--- src/rtl/rrd_pkg.sv ---
package rrd_pkg;

   typedef logic [2:0] band_t;

   localparam band_t BAND_NONE = 3'd0;
   localparam int    NUM_CUTS  = 5;

   // denominators of the band cut points, highest cut first
   function automatic int cut_divisor(input int idx);
      case (idx)
         0:       return 33;
         1:       return 37;
         2:       return 45;
         3:       return 51;
         default: return 65;
      endcase
   endfunction

   // cut point as fixed point with frac fraction bits: floor(32 * 2^frac / k)
   function automatic longint unsigned cut_value(input int idx, input int frac);
      longint unsigned num;
      num = longint'(32) << frac;
      return num / longint'(cut_divisor(idx));
   endfunction

endpackage

--- src/rtl/rrd_sync_edge.sv ---
module rrd_sync_edge #(
   parameter int STAGES = 2
) (
   input  logic clk,
   input  logic rst_n,
   input  logic async_in,
   output logic rise
);
   localparam int DEPTH = STAGES + 1;

   logic [DEPTH-1:0] chain;

   generate
      if (STAGES < 2) begin : g_bad_stages
         $error("rrd_sync_edge: STAGES must be at least 2");
      end
   endgenerate

   always_ff @(posedge clk or negedge rst_n) begin
      if (!rst_n) chain <= '0;
      else        chain <= {chain[DEPTH-2:0], async_in};
   end

   assign rise = chain[STAGES-1] & ~chain[STAGES];

endmodule

--- src/rtl/rrd_window_counter.sv ---
module rrd_window_counter #(
   parameter int LOG_PERIODS = 7,
   parameter int CNT_W       = 18
) (
   input  logic             clk,
   input  logic             rst_n,
   input  logic             rise,
   output logic             win_end,
   output logic [CNT_W-1:0] span
);
   localparam int            PW   = (LOG_PERIODS > 0) ? LOG_PERIODS : 1;
   localparam logic [PW-1:0] LAST = PW'((2 ** LOG_PERIODS) - 1);

   logic             armed;
   logic [PW-1:0]    per_cnt;
   logic [CNT_W-1:0] cyc;

   assign win_end = rise & armed & (per_cnt == LAST);
   assign span    = cyc;

   always_ff @(posedge clk or negedge rst_n) begin
      if (!rst_n) begin
         armed   <= 1'b0;
         per_cnt <= '0;
         cyc     <= '0;
      end else if (!armed) begin
         if (rise) begin
            armed   <= 1'b1;
            per_cnt <= '0;
            cyc     <= CNT_W'(1);
         end
      end else begin
         if (win_end)     cyc <= CNT_W'(1);
         else if (!(&cyc)) cyc <= cyc + CNT_W'(1);
         if (rise) per_cnt <= win_end ? '0 : per_cnt + PW'(1);
      end
   end

endmodule

--- src/rtl/rrd_band_classify.sv ---
module rrd_band_classify #(
   parameter int RW        = 18,
   parameter int FRAC_BITS = 16
) (
   input  logic [RW-1:0]      ratio,
   output rrd_pkg::band_t     band
);
   localparam int NC = rrd_pkg::NUM_CUTS;

   logic [NC-1:0] hit;

   generate
      for (genvar i = 0; i < NC; i++) begin : g_cut
         localparam logic [RW-1:0] CUT = RW'(rrd_pkg::cut_value(i, FRAC_BITS));
         if (i == NC - 1) begin : g_open
            assign hit[i] = ratio > CUT;
         end else begin : g_closed
            assign hit[i] = ratio >= CUT;
         end
      end
   endgenerate

   always_comb begin
      int n;
      n = 0;
      for (int i = 0; i < NC; i++) n += int'(hit[i]);
      band = rrd_pkg::band_t'(NC + 1 - n);
   end

endmodule

--- src/rtl/rate_ratio_detector.sv ---
module rate_ratio_detector #(
   parameter int FRAC_BITS   = 16,
   parameter int INT_BITS    = 2,
   parameter int LOG_PERIODS = 7,
   parameter int OSR_LOG     = 9,
   parameter int SYNC_STAGES = 2
) (
   input  logic                          clk,
   input  logic                          rst_n,
   input  logic                          word_clk,
   output logic [INT_BITS+FRAC_BITS-1:0] ratio,
   output logic [2:0]                    mode,
   output logic                          ready
);
   localparam int RW    = INT_BITS + FRAC_BITS;
   localparam int SHIFT = OSR_LOG + LOG_PERIODS - FRAC_BITS;
   localparam int CNT_W = RW + SHIFT;

   generate
      if (FRAC_BITS < 8 || FRAC_BITS > 40) begin : g_bad_frac
         $error("rate_ratio_detector: FRAC_BITS out of range");
      end
      if (INT_BITS < 1) begin : g_bad_int
         $error("rate_ratio_detector: INT_BITS must be at least 1");
      end
      if (CNT_W < 2) begin : g_bad_cnt
         $error("rate_ratio_detector: window too short for FRAC_BITS");
      end
   endgenerate

   logic             rise;
   logic             win_end;
   logic [CNT_W-1:0] span;
   logic [RW-1:0]    scaled;
   rrd_pkg::band_t   band;

   rrd_sync_edge #(.STAGES(SYNC_STAGES)) u_sync (
      .clk      (clk),
      .rst_n    (rst_n),
      .async_in (word_clk),
      .rise     (rise)
   );

   rrd_window_counter #(.LOG_PERIODS(LOG_PERIODS), .CNT_W(CNT_W)) u_count (
      .clk     (clk),
      .rst_n   (rst_n),
      .rise    (rise),
      .win_end (win_end),
      .span    (span)
   );

   generate
      if (SHIFT >= 0) begin : g_shift_down
         assign scaled = span[CNT_W-1:SHIFT];
      end else begin : g_shift_up
         localparam int LSH = -SHIFT;
         assign scaled = {span, {LSH{1'b0}}};
      end
   endgenerate

   rrd_band_classify #(.RW(RW), .FRAC_BITS(FRAC_BITS)) u_band (
      .ratio (scaled),
      .band  (band)
   );

   always_ff @(posedge clk or negedge rst_n) begin
      if (!rst_n) begin
         ratio <= '0;
         mode  <= rrd_pkg::BAND_NONE;
         ready <= 1'b0;
      end else if (win_end) begin
         ratio <= scaled;
         mode  <= band;
         ready <= 1'b1;
      end
   end

endmodule

--- config.mk ---
export PLATFORM = sky130hd
export DESIGN_NAME = rate_ratio_detector
export DESIGN_NICKNAME = d
export VERILOG_FILES = /design/src/rtl/rrd_pkg.sv /design/src/rtl/rrd_sync_edge.sv /design/src/rtl/rrd_window_counter.sv /design/src/rtl/rrd_band_classify.sv /design/src/rtl/rate_ratio_detector.sv
export SDC_FILE = /design/constraint.sdc
export NUM_CORES = 1
export LEC_CHECK = 0
export BUFFER_PORTS_ARGS = -buffer_cell sky130_fd_sc_hd__buf_2
export CAP_MARGIN = 10
export CORE_MARGIN = 3
export CORE_UTILIZATION = 50
export CTS_BUF_LIST = sky130_fd_sc_hd__clkbuf_16
export CTS_CLUSTER_SIZE = 16
export DETAILED_ROUTE_END_ITERATION = 6
export GPL_ROUTABILITY_DRIVEN = 0
export PLACE_DENSITY = 0.69
export SYNTH_ARGS = -nofsm -noshare
export SYNTH_HDL_FRONTEND = slang
export SYNTH_SLANG_ARGS = --single-unit
--- constraint.sdc ---
create_clock -name clk -period 4.47 [get_ports clk]
set_input_delay 0.447 -clock clk [delete_from_list [all_inputs] [get_ports clk]]
set_output_delay 0.447 -clock clk [all_outputs]
set_load 0.1 [all_outputs]
==> results of run 1 <==
[how the worst max path moves through the flow]
| stage | startpoint | to | slack [ns] | cells past startpoint |
|---|---|---|---|---|
| 2_1_floorplan | u_count.span[0] | mode[1] | 1.26 | 12 |
| 3_3_place_gp | u_count.span[0] | mode[1] | 1.16 | 11 |
| 3_5_place_dp | u_count.span[1] | mode[1] | 1.11 | 11 |
| 4_1_cts | u_count.span[0] | mode[1] | 1.10 | 11 |
| 5_1_grt | u_count.span[0] | mode[1] | 0.89 | 11 |
| 6_report | u_count.span[1] | mode[1] | 1.10 | 11 |
[flip-flops by register name, summed over array words and instances (netlist names)]
register and cells:
ratio 18, u_count.span 18, u_count.armed 1, u_sync.chain 3, mode 3, u_count.per_cnt 7
ready 1
[synthesized netlist by cell type (4+ instances only)]
cell type,instances
dfrtp_1,51
nand2_1,29
o21ai_0,21
mux2_2,15
nand3_1,12
inv_1,11
a21oi_1,10
a31oi_1,9
nand4_1,7
nor2_1,7
buf_2,6
ha_1,6
nor3_1,6
o21ai_1,6
buf_6,5
clkbuf_1,5
clkbuf_8,4
[final cells by class]
type | count | area, sq um
Fill cell | 473 | 2300
Multi-Input combinational cell | 189 | 1330
Sequential cell | 51 | 1280
Timing Repair Buffer | 25 | 128
Clock buffer | 5 | 125
Tap cell | 70 | 87.6
Inverter | 12 | 45.0
Clock inverter | 3 | 15.0
[per-stage QoR]
step	hold WS, ns	util	power (uW)
after floorplan	0.151	-	741
after global placement	0.336	0.540	778
after detailed placement	0.343	0.540	789
after CTS	0.256	0.567	1160
after global routing	0.253	0.567	1210
final	0.243	0.567	1150
[kinds of logic (layout without fill, tap and decap cells)]
group / Yosys count / after routing / synth area share
buffers and inverters: 36 / 45 / 0.0820
AND/OR/NAND/NOR: 83 / 83 / 0.165
adder cells (fa/ha/maj): 8 / 8 / 0.0406
XOR/XNOR: 3 / 3 / 0.00927
multiplexers: 17 / 17 / 0.0666
flip-flops: 51 / 51 / 0.450
AO/OA/AOI/OAI: 78 / 78 / 0.187
[report_power, final]
group	total [uW]	internal (uW)	switching, uW
sequential	589	508	81.5
clock	363	204	159
combinational	195	76.1	118
[layer usage]
| layer | track usage | vias to the layer above |
|---|---|---|
| met5 | 0 | - |
| li1 | - | 1031 |
| met1 | 0.268 | 1062 |
| met3 | 0.0477 | 7 |
| met4 | 0.0608 | 0 |
| met2 | 0.300 | 70 |
==> qor.yml, run 1 <==
diodes: 0
power.leakage_uw: 0.00140
yosys.area.top_type: "dfrtp_1"
place_ws_ns: 1.11
start_util: 0.535
routed_wl_um: 5740
critPathRequiredTime_ns: 4.64
clk_pin_slew_worst_paths_ns: 0.06
stdcell_area_sq_um: 3000
wl_met1_um: 2630
cts_resized: 0
syn-num-nets: 287
numCtsBuffers: 5
grt_max_degree: 52
cts_sinks: 51
final_common_cell: "dfrtp_1"
fmax_ghz: 0.297
layout_common_cells: "51 x dfrtp_1, 29 x nand2_1, 24 x buf_2"
drv_cap: 0
setup_viol: 0
synth.avg_cell_area_sq_um: 10.3
first_pass_iters: 4
io-pin-count: 25
fin_tns_setup_ns: 0
layout.nets: 295
drive_gt1_frac: 0.225
die-area_sq_um: 6610
drc: 0
yosys_register_bits: 51
timing.rr.end: "mode[1]"
clockBufferDepth: 2
worstPathBufferInverterCount: 1
ys_seq_area_frac: 0.450
htree_levels: 2
hp-class: "input pin to async pin"
netlist_area_sq_um: 2840
drt_iter0_markers: 148
cpMostUsedCell: "ha_1"
ff2ff_path_depth: 11
slew_headroom: 0.413
fin_crit_sh: 0.754
viasPerCell: 6.11
placed_cells: 347
cts_root_buf: "clkbuf_16"
dpl.hpwl_um: 3830
stdcell_count: 355
timing.reg2reg.setup_slack_ns: 1.10
fin_crit_ns: 3.37
crit_type: "flop to flop"
timing.final.ws_setup_ns: 1.10
grtUsageTotal: 0.194
maxSlewViolCount: 0
grt_pass1_vias: 2038
arrival_ns: 3.54
io_buffers: 24
hold_viol: 0
antenna_found_initial: 0
place_area_sq_um: 2860
worstSetupEndpointType: "flop"
crit_path_top_delay_cell: "fa_1"
reg2reg_from: "u_count.span[1]"
clk_latency_ns: 0.29
rsz0062_at_grt: "no"
outcome: "complete, no violations"
ir_worst_vdd_mv: 0.218
cpLargestDelayFamily: "adder cells"
ys.flop_type: "dfrtp_1"
core.rowCount: 26
startpoint_type: "flop"
vias: 2170
yosys_warnings: 0
top_layer: "met4"
synthCells: 276
cp_max_fo: 10
synth-edff-count: 0
wl_met3_um: 364
synthArstFlopShare: 1.00
yosysUniqueCellTypes: 59
grt_pass1_wl_um: 9950
fp.dieW_um: 81.3
postCtsSetupBuffers: 0
cts_hold_buffers: 0
worst_pin_slew_ns: 0.878
route.met2.wl_um: 2670
ant_nets: 0
synth_area_leaders: "dfrtp_1 45%, mux2_2 6.0%, nand2_1 3.8%, o21ai_0 3.7%, ha_1 2.6%"
cts_tree: "done"
dieHeight_um: 81.3
cp_slowest_stage_delay_ns: 0.46
core_sq_um: 5300
path_cells: "ha_1, a211o_1, a31o_2, a21oi_1, o21bai_1, a311o_1, ha_1, ha_1, inv_1, fa_1, mux2_2"
wire_per_inst_um: 16.2
power_density_nw_per_um2: 382
synth_top_area_share: 0.450
overflow: 0
fin_worst_skew_ns: 0.00400
area_delta_synth_final_pct: 5.91
(Power assumes the default switching activity.)
==> run 2, diff against run 1 <==
==> constraint.sdc (replaced) <==
create_clock -name clk -period 3.3 [get_ports clk]
set_input_delay 0.33 -clock clk [delete_from_list [all_inputs] [get_ports clk]]
set_output_delay 0.33 -clock clk [all_outputs]
set_load 0.1 [all_outputs]
==> run 2 against run 1 <==
  * Sequential power grew 30%
  * Non-clock buffer count grew 10
  * Hold slack lost 0.091 ns
  * Register-to-register slack lost 0.93 ns
  * Wire length grew 2.4%
  * Utilization grew 1.5 points
  * Clock power grew 33%
  * Power grew 38%
  * Global-route usage grew 0.19 points
  * Flip-flop and latch count is the same
  * Via count grew 0.83%
  * Critical endpoint unchanged
==> qor.yml, run 2 (same netlist as run 1, synthesis figures left out) <==
outcome: "complete, no violations"
cpMostUsedCell: "ha_1"
cts_root_buf: "clkbuf_16"
drive_gt1_frac: 0.244
fmax_ghz: 0.319
rsz0062_at_grt: "yes"
arrival_ns: 3.30
clockBufferDepth: 2
worst_pin_slew_ns: 0.942
dieHeight_um: 81.3
placed_cells: 356
grtUsageTotal: 0.196
wire_per_inst_um: 16.1
numCtsBuffers: 5
grt_pass1_wl_um: 9950
crit_type: "flop to flop"
critPathRequiredTime_ns: 3.47
cpLargestDelayFamily: "adder cells"
cp_max_fo: 2
drv_cap: 0
stdcell_count: 365
area_delta_synth_final_pct: 8.78
slew_headroom: 0.370
clk_latency_ns: 0.28
vias: 2188
diodes: 0
io-pin-count: 25
use_met3: 0.0344
startpoint_type: "flop"
stdcell_area_sq_um: 3090
overflow: 0
worstSetupEndpointType: "flop"
fin_crit_ns: 3.13
drt_iter0_markers: 157
place_ws_ns: 0.150
antenna_found_initial: 0
grt_pass1_vias: 1974
ir_worst_vdd_mv: 0.372
final_common_cell: "dfrtp_1"
cp_slowest_stage_delay_ns: 0.42
worstPathBufferInverterCount: 1
cts_sinks: 51
utilization: 0.582
maxSlewViolCount: 0
fin_worst_skew_ns: 0.00414
core_sq_um: 5300
power.leakage_uw: 0.00144
drc: 0
routed_wl_um: 5880
clk_pin_slew_worst_paths_ns: 0.06
grtUsageMet2: 0.300
path_cells: "ha_1, a211o_1, a31o_2, a21oi_1, o21bai_1, a311o_1, ha_1, ha_1, inv_1, fa_2, mux2_2"
layout_common_cells: "51 x dfrtp_1, 29 x nand2_1, 24 x buf_2"
cts_tree: "done"
ant_nets: 0
power_density_nw_per_um2: 515
htree_levels: 2
io_buffers: 24
place_area_sq_um: 2930
grt_max_degree: 33
timing.final.ws_setup_ns: 0.168
grt_use_met1: 0.283
setup_viol: 0
die-area_sq_um: 6610
crit_path_top_delay_cell: "fa_2"
first_pass_iters: 4
whs_ns: 0.153
top_usage_layer: "met2"
fin_crit_sh: 0.949
fp.dieW_um: 81.3
dpl.hpwl_um: 4120
viasPerCell: 5.99
core.rowCount: 26
start_util: 0.535
hp-class: "input pin to flop"
layout.nets: 305
hold_viol: 0
-- run 2: area by class of cell --
cell class,instances,area (sq um)
well taps,70,87.6
clock inverters,3,11.3
multi-input cells,189,1340
flip-flops and latches,51,1280
inverters,12,45.0
clock buffers,5,125
fillers,469,2220
repair buffers,35,205
-- run 2: worst paths after layout --
kind                                       from            endpoint  slack (ns)  depth (start not counted)
worst min register to register  u_sync.chain[0]     u_sync.chain[1]        0.35                          0
min in group asynchronous                 rst_n  u_count.per_cnt[3]        0.52                          2
worst max-delay path            u_count.span[0]             mode[1]        0.17                         11
worst max register to register  u_count.span[0]             mode[1]        0.17                         11
max in group asynchronous                 rst_n             mode[0]        2.01                          3
worst min-delay path                   word_clk     u_sync.chain[0]        0.15                          1
-- run 2: layer usage --
layer | share of wire | wire length, um | up-vias
li1 | - | - | 1049
met3 | 0.057 | 338 | 8
met2 | 0.46 | 2680 | 84
met4 | 0.017 | 99 | 0
met5 | 0 | 0 | -
met1 | 0.47 | 2760 | 1047
-- run 2: worst register-to-register path: cells and delay by family (launching register included) --
kind	cells	cell delay, ns
AO/OA/AOI/OAI	5	1.11
buffers and inverters	1	0.11
adder cells (fa/ha/maj)	4	1.17
flip-flops	1	0.38
multiplexers	1	0.26
-- run 2: repair_timing --
item	CTS	global route
buffers inserted	0	0
endpoints found under the hold margin	19	0
resized for setup	0	2
setup endpoints to repair	0	2
hold buffers	1	0
-- run 2: report_power, final --
group          switching (uW)  internal, uW
clock network             208           273
registers                74.4           688
logic                     208           137
-- run 2: per-stage QoR --
step	power [uW]	setup TNS [ns]
2_1_floorplan	1000	0
3_3_place_gp	1110	0
3_5_place_dp	1110	0
4_1_cts	1600	0
5_1_grt	1680	-0.0137
6_report	1590	0
